## src/rtl/rst_kind_ctrl.sv

```systemverilog
module rst_kind_ctrl #(
  parameter int MIN_LOW     = 20,
  parameter int SYNC_STAGES = 2
) (
  input  logic       clk,
  input  logic       rst_n,
  input  logic       por_req_n,
  input  logic       mr_req_n,
  input  logic       bus_busy,
  output logic       cpu_rst_n,
  output logic       periph_rst_n,
  output logic [1:0] rst_kind,
  output logic       rst_start
);

  localparam int CW = $clog2(MIN_LOW + 1);
  localparam logic [CW-1:0] CMAX = CW'(MIN_LOW);

  typedef enum logic [1:0] {S_IDLE, S_MR_WAIT, S_MR_ACT, S_POR_ACT} state_t;

  logic [SYNC_STAGES-1:0] por_sh, mr_sh;
  logic                   por_s, mr_s;
  logic [CW-1:0]          por_cnt, mr_cnt;
  logic                   por_ok, mr_ok;
  state_t                 st, nx;

  assign por_s  = por_sh[SYNC_STAGES-1];
  assign mr_s   = mr_sh[SYNC_STAGES-1];
  assign por_ok = (por_cnt == CMAX);
  assign mr_ok  = (mr_cnt == CMAX);

  always_ff @(posedge clk or negedge rst_n) begin
    if (!rst_n) begin
      por_sh <= '1;
      mr_sh  <= '1;
    end else begin
      por_sh <= {por_sh[SYNC_STAGES-2:0], por_req_n};
      mr_sh  <= {mr_sh[SYNC_STAGES-2:0], mr_req_n};
    end
  end

  always_ff @(posedge clk or negedge rst_n) begin
    if (!rst_n) begin
      por_cnt <= '0;
      mr_cnt  <= '0;
    end else begin
      if (por_s)       por_cnt <= '0;
      else if (!por_ok) por_cnt <= por_cnt + 1'b1;
      if (mr_s || !por_s) mr_cnt <= '0;
      else if (!mr_ok)    mr_cnt <= mr_cnt + 1'b1;
    end
  end

  always_comb begin
    nx = st;
    case (st)
      S_IDLE:    if (por_ok) nx = S_POR_ACT;
                 else if (mr_ok) nx = bus_busy ? S_MR_WAIT : S_MR_ACT;
      S_MR_WAIT: if (por_ok) nx = S_POR_ACT;
                 else if (!bus_busy) nx = S_MR_ACT;
      S_MR_ACT:  if (por_ok) nx = S_POR_ACT;
                 else if (mr_s) nx = S_IDLE;
      S_POR_ACT: if (por_s) nx = S_IDLE;
      default:   nx = S_IDLE;
    endcase
  end

  always_ff @(posedge clk or negedge rst_n) begin
    if (!rst_n) begin
      st        <= S_IDLE;
      rst_kind  <= 2'b00;
      rst_start <= 1'b0;
    end else begin
      st        <= nx;
      rst_start <= (st == S_MR_ACT || st == S_POR_ACT) && nx == S_IDLE;
      if (nx == S_POR_ACT && st != S_POR_ACT)     rst_kind <= 2'b01;
      else if (nx == S_MR_ACT && st != S_MR_ACT) rst_kind <= 2'b10;
    end
  end

  assign cpu_rst_n    = !(st == S_MR_ACT || st == S_POR_ACT);
  assign periph_rst_n = (st != S_POR_ACT);

endmodule


```

## config.mk

```make
export PLATFORM = sky130hd
export DESIGN_NAME = rst_kind_ctrl
export DESIGN_NICKNAME = d
export VERILOG_FILES = /design/src/rtl/rst_kind_ctrl.sv
export SDC_FILE = /design/constraint.sdc
export NUM_CORES = 1
export LEC_CHECK = 0
export ABC_AREA = 1
export CORE_UTILIZATION = 59
export DETAILED_ROUTE_END_ITERATION = 12
export GPL_TIMING_DRIVEN = 0
export PLACE_DENSITY = 0.8
export SYNTH_ARGS = -nofsm -noshare
export SYNTH_HDL_FRONTEND = slang
export SYNTH_SLANG_ARGS = --single-unit
```

## constraint.sdc

```tcl
create_clock -name clk -period 3.7 [get_ports clk]
set_input_delay 0.74 -clock clk [delete_from_list [all_inputs] [get_ports clk]]
set_output_delay 0.74 -clock clk [all_outputs]
set_load 0.1 [all_outputs]
```

==> run_results.csv <==
group,metric,value,unit
routing,routedWlPerCell,11.6,µm
worst_setup_path,crit_fanout,7,
synthesis,synthesis.area,1020,µm²
cells_and_area,fin_nets,141,
cells_and_area,fin_util,74.2,%
synthesis,synthXorXnorAreaFrac,1.72,%
worst_setup_path,required,2.96,ns
place,place_congestion,0.845,
clock_tree,cts_buffers,3,
synthesis,yosys.area_share.adder,4.93,%
floorplan,die_h,43.5,µm
power,combPwrFrac,38.4,%
routing,route.detailed.drc,1,
power,p_int,0.000325,W
power,p_seq_share,42.7,%
clock_tree,ctsHoldBuffers,0,
floorplan,initial_core_util,65.2,%
power,p_per_area,485,nW/µm²
synthesis,syn-mean-instance-area,8.61,µm²
global_route,grt_pass1_vias,811,
place,port_buffers,9,
power,p_sw_share,42.1,%
cells_and_area,final_cell_mix,"nand2_1 (23), inv_1 (18), dfrtp_1 (15)",
routing,drt-pass1-iter-count,8,
clock_tree,cts-resized-gates,0,
global_route,grt-ovfl-total,0,
global_route,antenna_found_initial,0,
run_status,status,"finished with violations",
clock_tree,clkTransAtPathRegs,0.11,ns
synthesis,synth_cell_types,22,
sta,final-hold-violation-count,0,
worst_setup_path,crit_type,"flip-flop to output pin",
global_route,track_usage,22.7,%
synthesis,synth_top_family_by_area,"simple AND/OR/NAND/NOR gates",
floorplan,ioPinCount,10,
sta,maxSlewHeadroom,35.6,%
run_status,violations,"design-rule violations",
synthesis,syn_nets,127,
sta,whs,0.363,ns
sta,worst_pin_slew,0.963,ns
synthesis,yosysWarnings,0,
routing,vias_per_cell,5.30,
synthesis,yosys.area_share.simple,28.9,%
synthesis,synth_cells,118,
place,place_hpwl,1350,µm
sta,slew_viol_final,0,
sta,fin_crit,2.80,ns
sta,fmax,0.357,GHz
worst_setup_path,end_kind,"output pin",
clock_tree,clock-sinks,19,
floorplan,rows,14,
sta,finClkSkew,0.00268,ns
cells_and_area,final_cells,147,
clock_tree,cts_tree,"built",
cells_and_area,final_common_cell,"nand2_1",
power,p_leak,0.586,nW
place,dp_cells,143,
sta,final.setup.tns,0,ns
sta,fin_crit_sh,75.7,%
worst_setup_path,arrival,2.06,ns
power,ir_drop,0.313,mV
power,clkPwrFrac,19.0,%
clock_tree,clockRootBuffer,"clkbuf_4",
synthesis,synth.area.mux_share,0,%
synthesis,seq_area_frac_synth,47.3,%
clock_tree,cts_setup_buffers,0,
floorplan,core_area,1560,µm²
sta,setup_viol,0,
clock_tree,cts_max_path_buffers,2,
global_route,grt_max_degree,20,
flow_run,drv_cap,0,
clock_tree,insertion_delay,0.29,ns
global_route,grt_pass1_wl,3150,µm
synthesis,synth-compound-area-share,9.36,%
cells_and_area,areaGrowthSynthToFinish,13.8,%
synthesis,ys_seq_elements,19,
routing,drt_iter0_markers,28,
clock_tree,cts_max_level,1,
power,p_sw,0.000236,W
floorplan,die_w,43.5,µm
min_path,hp-class,"flip-flop to flip-flop",
cells_and_area,antenna_cells,0,
floorplan,die_area,1890,µm²
cells_and_area,drive_gt1_share,19.8,%
routing,ant_nets,0,
sta,rsz0062_at_grt,"false",
routing,routed_wl,1700,µm
routing,vias,779,
worst_setup_path,start_kind,"flip-flop",
## synth_stat cells (all sizes together)
library cell	n	area share, %
dfrtp	15	37
xor2	2	1.7
nand4	1	0.62
inv	21	7.8
o21ai	7	3.4
nand3b	1	0.74
ha	4	4.9
nand2	29	13
dfstp	4	10
a21oi	7	3.8
a31oi	1	0.62
o211ai	1	0.74
nor2	11	6.0
nand3	13	8.4
a21boi	1	0.74
## flip-flops by register name, summed over array words and instances, names as in the netlist
| register | count |
|---|---|
| mr_cnt | 5 |
| mr_sh | 2 |
| por_cnt | 5 |
| por_sh | 2 |
| rst_kind | 2 |
| rst_start | 1 |
| st | 2 |
## final timing paths
| kind | startpoint | endpoint | slack [ns] | cells after the start |
|---|---|---|---|---|
| max | st[0] | periph_rst_n | 0.90 | 2 |
| min reg2reg | mr_sh[0] | mr_sh[1] | 0.36 | 0 |
| max reg2reg | por_cnt[0] | rst_kind[1] | 2.15 | 11 |
| max in group asynchronous | rst_n | rst_kind[1] | 2.28 | 1 |
| min in group asynchronous | rst_n | mr_cnt[1] | 0.91 | 1 |
| min | mr_sh[0] | mr_sh[1] | 0.36 | 0 |
## metal layers
layer | track usage (%) | vias up | routed length (µm)
met2 | 41.8 | 13 | 863
met4 | 9.38 | 0 | 10
met1 | 26.7 | 365 | 780
met3 | 2.50 | 2 | 47
met5 | 0 | - | 0
li1 | - | 399 | -
## layout make-up
type	count	area, µm²
well taps	16	20.0
repair buffers	9	90.1
multi-input cells	78	457
clock inverters	1	7.51
clock buffers	3	22.5
inverters	21	78.8
fillers	118	403
flip-flops and latches	19	480
## critical path: stages (launching register included)
cell	delay (ns)
dfrtp_1	0.49
nand2_1	0.14
clkdlybuf4s50_1	1.14
## cells by family after synthesis
logic type	Yosys count
AO/OA/AOI/OAI	17
XOR/XNOR	2
AND/OR/NAND/NOR	55
adder cells (fa/ha/maj)	4
buffers and inverters	21
flip-flops	19
## power groups by stage
stage	Clock [W]	Combinational (W)	Sequential, W
6_report	0.000106	0.000215	0.000239
5_1_grt	0.000116	0.000233	0.000241
4_1_cts	0.000112	0.000216	0.000240
3_5_place_dp	0	0.000216	0.000244
3_3_place_gp	0	0.000211	0.000243
2_1_floorplan	0	0.000139	0.000272
## stage by stage
step,total power [W],setup WS [ns],instance area [µm²]
6_report,0.000561,0.898,1160
5_1_grt,0.000591,0.826,1160
4_1_cts,0.000568,0.877,1160
3_5_place_dp,0.000460,1.23,1130
3_3_place_gp,0.000454,1.23,1130
2_1_floorplan,0.000411,1.82,1020
Note: power is estimated with default switching activity, not from simulation.
